[config.mk]
export PLATFORM = sky130hd
export DESIGN_NAME = tod_counter
export DESIGN_NICKNAME = d
export VERILOG_FILES = /design/src/rtl/tod_pkg.sv /design/src/rtl/tod_step_regs.sv /design/src/rtl/tod_trim_reg.sv /design/src/rtl/tod_accum.sv /design/src/rtl/tod_counter.sv
export SDC_FILE = /design/constraint.sdc
export NUM_CORES = 1
export LEC_CHECK = 0
export BUFFER_PORTS_ARGS = -buffer_cell sky130_fd_sc_hd__buf_4
export CORE_MARGIN = 4
export CORE_UTILIZATION = 40
export DETAILED_ROUTE_END_ITERATION = 10
export PLACE_DENSITY_LB_ADDON = 0.08
export SLEW_MARGIN = 20
export SYNTH_ARGS = -nofsm -noshare
export SYNTH_HDL_FRONTEND = slang
export SYNTH_SLANG_ARGS = --single-unit
[constraint.sdc]
create_clock -name clk -period 11.5 [get_ports clk]
set_clock_uncertainty 0.05 [all_clocks]
set_input_delay 0 -clock clk [delete_from_list [all_inputs] [get_ports clk]]
set_output_delay 0 -clock clk [all_outputs]
set_load 0.01 [all_outputs]
[src/rtl/tod_pkg.sv]
package tod_pkg;

  // Register select codes for the 16-bit write port.
  typedef enum logic [2:0] {
    SEL_STEP_WHOLE = 3'd0,
    SEL_STEP_FHI   = 3'd1,
    SEL_STEP_FLO   = 3'd2,
    SEL_TRIM_HI    = 3'd3,
    SEL_TRIM_LO    = 3'd4
  } tod_sel_e;

  localparam int SEL_W = 3;

endpackage

[src/rtl/tod_step_regs.sv]
module tod_step_regs
  import tod_pkg::*;
#(
  parameter int STEP_NS_W  = 16,
  parameter int FRAC_W     = 32,
  parameter int RESET_NS   = 3,
  parameter int RESET_FRAC = 0
) (
  input  logic                   clk,
  input  logic                   rst_n,
  input  logic                   wr_en,
  input  logic [SEL_W-1:0]       wr_sel,
  input  logic [FRAC_W/2-1:0]    wr_data,
  output logic [STEP_NS_W-1:0]   act_ns,
  output logic [FRAC_W-1:0]      act_frac,
  output logic                   commit
);
  localparam int HALF_W = FRAC_W / 2;
  localparam logic [STEP_NS_W-1:0] RST_NS   = STEP_NS_W'(RESET_NS);
  localparam logic [FRAC_W-1:0]    RST_FRAC = FRAC_W'(RESET_FRAC);

  logic [STEP_NS_W-1:0] stg_ns;
  logic [HALF_W-1:0]    stg_fhi;
  logic                 wr_ns, wr_fhi;

  assign wr_ns  = wr_en && (wr_sel == SEL_STEP_WHOLE);
  assign wr_fhi = wr_en && (wr_sel == SEL_STEP_FHI);
  assign commit = wr_en && (wr_sel == SEL_STEP_FLO);

  always_ff @(posedge clk) begin
    if (!rst_n) begin
      stg_ns   <= RST_NS;
      stg_fhi  <= RST_FRAC[FRAC_W-1:HALF_W];
      act_ns   <= RST_NS;
      act_frac <= RST_FRAC;
    end else begin
      if (wr_ns)  stg_ns  <= wr_data[STEP_NS_W-1:0];
      if (wr_fhi) stg_fhi <= wr_data;
      if (commit) begin
        act_ns   <= stg_ns;
        act_frac <= {stg_fhi, wr_data};
      end
    end
  end

endmodule

[src/rtl/tod_trim_reg.sv]
module tod_trim_reg
  import tod_pkg::*;
#(
  parameter int FRAC_W = 32
) (
  input  logic                clk,
  input  logic                rst_n,
  input  logic                wr_en,
  input  logic [SEL_W-1:0]    wr_sel,
  input  logic [FRAC_W/2-1:0] wr_data,
  input  logic                load,
  output logic [FRAC_W-1:0]   act_trim
);
  localparam int HALF_W = FRAC_W / 2;

  logic [HALF_W-1:0] stg_half [2];
  logic [1:0]        half_we;

  // One staging register per half; index 1 is the high half.
  for (genvar h = 0; h < 2; h++) begin : g_half
    assign half_we[h] = wr_en &&
                        (wr_sel == ((h == 1) ? SEL_TRIM_HI : SEL_TRIM_LO));
    always_ff @(posedge clk) begin
      if (!rst_n)          stg_half[h] <= '0;
      else if (half_we[h]) stg_half[h] <= wr_data;
    end
  end

  always_ff @(posedge clk) begin
    if (!rst_n)    act_trim <= '0;
    else if (load) act_trim <= {stg_half[1], stg_half[0]};
  end

endmodule

[src/rtl/tod_accum.sv]
module tod_accum #(
  parameter int SEC_W      = 48,
  parameter int NS_W       = 30,
  parameter int FRAC_W     = 32,
  parameter int STEP_NS_W  = 16,
  parameter int NS_PER_SEC = 1_000_000_000
) (
  input  logic                 clk,
  input  logic                 rst_n,
  input  logic                 soft_rst_n,
  input  logic [STEP_NS_W-1:0] step_ns,
  input  logic [FRAC_W-1:0]    step_frac,
  input  logic [FRAC_W-1:0]    trim,
  output logic [SEC_W-1:0]     sec,
  output logic [NS_W-1:0]      ns,
  output logic [FRAC_W-1:0]    frac,
  output logic                 wrap_evt
);
  localparam int INC_W  = STEP_NS_W + FRAC_W + 2;
  localparam int MAG_W  = INC_W - 1;
  localparam int TIME_W = NS_W + FRAC_W;
  localparam int SUM_W  = TIME_W + 1;
  localparam logic [SUM_W-1:0] LIMIT = SUM_W'(NS_PER_SEC) << FRAC_W;

  // Signed sum of the three increment parts; a negative total counts as zero.
  function automatic logic [MAG_W-1:0] step_increment(
    input logic [STEP_NS_W-1:0] whole,
    input logic [FRAC_W-1:0]    f_step,
    input logic [FRAC_W-1:0]    f_trim
  );
    logic signed [INC_W-1:0] w, f, t, s;
    w = $signed({2'b00, whole, {FRAC_W{1'b0}}});
    f = $signed({{(INC_W-FRAC_W){f_step[FRAC_W-1]}}, f_step});
    t = $signed({{(INC_W-FRAC_W){f_trim[FRAC_W-1]}}, f_trim});
    s = w + f + t;
    return s[INC_W-1] ? '0 : s[MAG_W-1:0];
  endfunction

  function automatic logic [SUM_W-1:0] time_sum(
    input logic [TIME_W-1:0] cur,
    input logic [MAG_W-1:0]  inc
  );
    return {1'b0, cur} + SUM_W'(inc);
  endfunction

  logic [TIME_W-1:0] cur_q, nxt;
  logic [MAG_W-1:0]  inc;
  logic [SUM_W-1:0]  sum;
  logic [SEC_W-1:0]  sec_q;

  always_comb begin
    inc      = step_increment(step_ns, step_frac, trim);
    sum      = time_sum(cur_q, inc);
    wrap_evt = (sum >= LIMIT);
    nxt      = wrap_evt ? TIME_W'(sum - LIMIT) : TIME_W'(sum);
  end

  always_ff @(posedge clk) begin
    if (!rst_n || !soft_rst_n) begin
      cur_q <= '0;
      sec_q <= '0;
    end else begin
      cur_q <= nxt;
      if (wrap_evt) sec_q <= sec_q + 1'b1;
    end
  end

  assign sec  = sec_q;
  assign ns   = cur_q[TIME_W-1:FRAC_W];
  assign frac = cur_q[FRAC_W-1:0];

endmodule

[src/rtl/tod_counter.sv]
module tod_counter
  import tod_pkg::*;
#(
  parameter int SEC_W           = 48,
  parameter int NS_W            = 30,
  parameter int FRAC_W          = 32,
  parameter int STEP_NS_W       = 16,
  parameter int NS_PER_SEC      = 1_000_000_000,
  parameter int RESET_STEP_NS   = 3,
  parameter int RESET_STEP_FRAC = 0
) (
  input  logic                clk,
  input  logic                rst_n,
  input  logic                soft_rst_n,
  input  logic                reg_wr,
  input  logic [SEL_W-1:0]    reg_sel,
  input  logic [FRAC_W/2-1:0] reg_wdata,
  input  logic                trim_load,
  output logic [SEC_W-1:0]    tod_sec,
  output logic [NS_W-1:0]     tod_ns,
  output logic [FRAC_W-1:0]   tod_frac
);
  // Internal events named for the bound checker.
  logic [STEP_NS_W-1:0] step_ns_q;
  logic [FRAC_W-1:0]    step_frac_q;
  logic                 step_commit;
  logic [FRAC_W-1:0]    trim_q;
  logic                 wrap_evt;

  tod_step_regs #(
    .STEP_NS_W (STEP_NS_W),
    .FRAC_W    (FRAC_W),
    .RESET_NS  (RESET_STEP_NS),
    .RESET_FRAC(RESET_STEP_FRAC)
  ) step_i (
    .clk     (clk),
    .rst_n   (rst_n),
    .wr_en   (reg_wr),
    .wr_sel  (reg_sel),
    .wr_data (reg_wdata),
    .act_ns  (step_ns_q),
    .act_frac(step_frac_q),
    .commit  (step_commit)
  );

  tod_trim_reg #(
    .FRAC_W(FRAC_W)
  ) trim_i (
    .clk     (clk),
    .rst_n   (rst_n),
    .wr_en   (reg_wr),
    .wr_sel  (reg_sel),
    .wr_data (reg_wdata),
    .load    (trim_load),
    .act_trim(trim_q)
  );

  tod_accum #(
    .SEC_W     (SEC_W),
    .NS_W      (NS_W),
    .FRAC_W    (FRAC_W),
    .STEP_NS_W (STEP_NS_W),
    .NS_PER_SEC(NS_PER_SEC)
  ) accum_i (
    .clk       (clk),
    .rst_n     (rst_n),
    .soft_rst_n(soft_rst_n),
    .step_ns   (step_ns_q),
    .step_frac (step_frac_q),
    .trim      (trim_q),
    .sec       (tod_sec),
    .ns        (tod_ns),
    .frac      (tod_frac),
    .wrap_evt  (wrap_evt)
  );

endmodule

==> results.ini <==
[cts]
cts_resized=0
cts_root_buffer=clkbuf_16
cts_buffers=30
clk_latency_ns=0.58
tritoncts=yes
cts_hold_buf=20
cts.htree.levels=1
clock_path_buffers=3
clk_pin_slew_ns=0.06
post_cts_buffers=0
clkSinkCount=254

[worst_setup_path]
worst_setup_path_end_kind=register
path_common_cell=a21oi_1
cp_max_fo=49
arrival_ns=10.73
crit_slowest_cell=xor2_4
cp_slowest_stage_delay_ns=0.75
cp-start-kind=register
path_class=reg -> reg
cp.required_ns=11.93

[drt]
remaining_drc_errors=0
ant_nets=0
vias_per_cell=5.59
avgRoutedWirePerCell_um=18.8
drt_iter0_drc=1167
vias=15100
routed_wl_um=50800
drt_first_pass_iters=5

[job]
maxCapViolations=0

[power]
comb_power_share_pct=13.4
p_int_mw=1.59
power_mw=2.17
ir_worst_vdd_v=0.0000996
p_switching_uw=587
p_per_area_nw_per_um2=113
swShare_pct=27.0
leakagePower_nw=7.95
power_frac_seq_pct=43.2
p_clk_share_pct=43.4

[sta]
finalCritPeriodShare_pct=89.6
tightest_slew_ns=1.03
setup_viol=0
report.final.slew_viol_count=0
hold_violations=0
slew_headroom_pct=31.1
hold_ws_ns=0.0402
max_freq_mhz=97.1
rsz0062_at_grt=no
layout_min_cycle_time_ns=10.30
fin_setup_tns_ns=0

[die]
die_w_um=212
core_um2=40900
fp-row-count=74
die_h_um=212
start_util_pct=40.6
design.die.area_um2=44800
boundaryPins=134

[synth]
synth_top_area_share_pct=26.8
synth_largest_area_cell=dfxtp_1
ys.warnings.count=0
yosys.cell_types.count=89
synth_seq_area_share_pct=32.6
synthTopCellsByArea=dfxtp_1 27%, ha_1 9.9%, a21oi_1 7.0%, nand2_1 6.6%, edfxtp_1 5.8%
ys_seq_elements=254
synth_edf_count=32
async_flop_share_pct=0
synth_flop_cell=dfxtp_1
syn-cell-area_um2=16600
syn_inst=2050
avgSynthCellArea_um2=8.10
synth.net_count=2225

[finish]
drive_gt1_share_pct=10.2
antennaDiodeCount=0
layout_common_cells=291 x nand2_1, 232 x a21oi_1, 222 x dfxtp_1
syn_to_final_growth_pct=15.5
nNetsFinal=2327
final_common_cell=nand2_1

[worst_hold_path]
min_path_type=in -> reg

[grt]
track_usage_pct=21.9
grt_pass1_wl_um=79300
grt_pass1_vias=13900
grt_overflow=0
antenna_found_initial=0
grt_start_max_net_pins=67

[placed_design]
io_buffers=133
place_hpwl_um=39100
gp_congestion=0.935

[status]
status=complete, no violations

layer usage:
metal	wire (um)	part of all wire (%)	track usage, %
met2	21600	43	32.7
met4	1000	2.0	4.86
met5	0	0	0
met3	2730	5.4	2.68
met1	25500	50	33.7
cells in the mapped netlist, types with 15 or more instances:
cell / instances
and3_1: 24
nor2b_1: 18
o21a_1: 21
xor2_1: 44
nor2_1: 216
clkbuf_1: 72
inv_1: 46
nand4_1: 32
and2_1: 55
dfxtp_1: 222
a21oi_1: 232
a211oi_1: 29
edfxtp_1: 32
a21o_1: 52
mux2i_1: 37
o21ai_0: 75
or3_1: 27
nor3_1: 36
o211ai_1: 15
nand2_1: 292
fa_1: 19
ha_1: 132
nand3_1: 46
xnor2_1: 72
power groups by stage:
| stage | Combinational [mW] | Clock [mW] | Sequential [mW] |
|---|---|---|---|
| 2_1_floorplan | 0.186 | 0 | 0.957 |
| 3_3_place_gp | 0.283 | 0 | 0.958 |
| 3_5_place_dp | 0.282 | 0 | 0.958 |
| 4_1_cts | 0.289 | 0.969 | 0.939 |
| 5_1_grt | 0.320 | 1.00 | 0.942 |
| 6_report | 0.290 | 0.943 | 0.940 |
metrics by stage:
stage | utilization, % | worst slack (ns) | instances | area, um2
detailed placement | 44.0 | 1.29 | 2632 | 18000
global route | 46.9 | 0.402 | 2708 | 19200
global placement | 44.0 | 1.45 | 2632 | 18000
floorplan | - | 3.11 | 2050 | 16600
finish | 46.9 | 1.20 | 2708 | 19200
CTS | 46.9 | 1.21 | 2708 | 19200
area by class of cell:
cell class	count	area (um2)
Tap cell	532	666
Clock inverter	10	111
Sequential cell	254	5410
Fill cell	4130	21800
Inverter	48	180
Clock buffer	46	861
Multi-Input combinational cell	1654	10700
Timing Repair Buffer	164	1280
path summary, 6_finish.rpt:
kind | endpoint | cells past startpoint | startpoint | slack (ns)
setup / recovery | accum_i.sec[30] | 35 | trim_i.act_trim[1] | 1.20
hold / removal | step_i.act_frac[25] | 5 | reg_sel[0] | 0.04
setup reg to reg | accum_i.sec[30] | 35 | trim_i.act_trim[1] | 1.20
hold reg to reg | step_i.act_frac[25] | 2 | step_i.stg_fhi[9] | 0.40
worst max-delay path: cells and delay by family, from the launching register on:
family	cells	cell delay, ns
compound gates	15	3.83
fa+ha+maj	5	1.38
flops	1	0.31
buf+inv	2	0.36
simple gates	11	3.31
xor+xnor	2	0.90
registers in the layout, indices dropped and copies added, names as in the netlist:
register and count:
accum_i.sec 48, step_i.stg_fhi 16, trim_i.stg_half 32, step_i.act_frac 32
step_i.act_ns 16, step_i.stg_ns 16, trim_i.act_trim 32, accum_i.cur_q 62
logic make-up after synthesis:
logic type      after synthesis  synth area share [%]
mux                          38                  2.30
xor+xnor                    116                  6.12
simple gates                818                  23.2
fa+ha+maj                   151                  12.2
flops                       254                  32.6
compound gates              531                  20.2
buf+inv                     142                  3.38
Power figures use the tool's default switching activity.
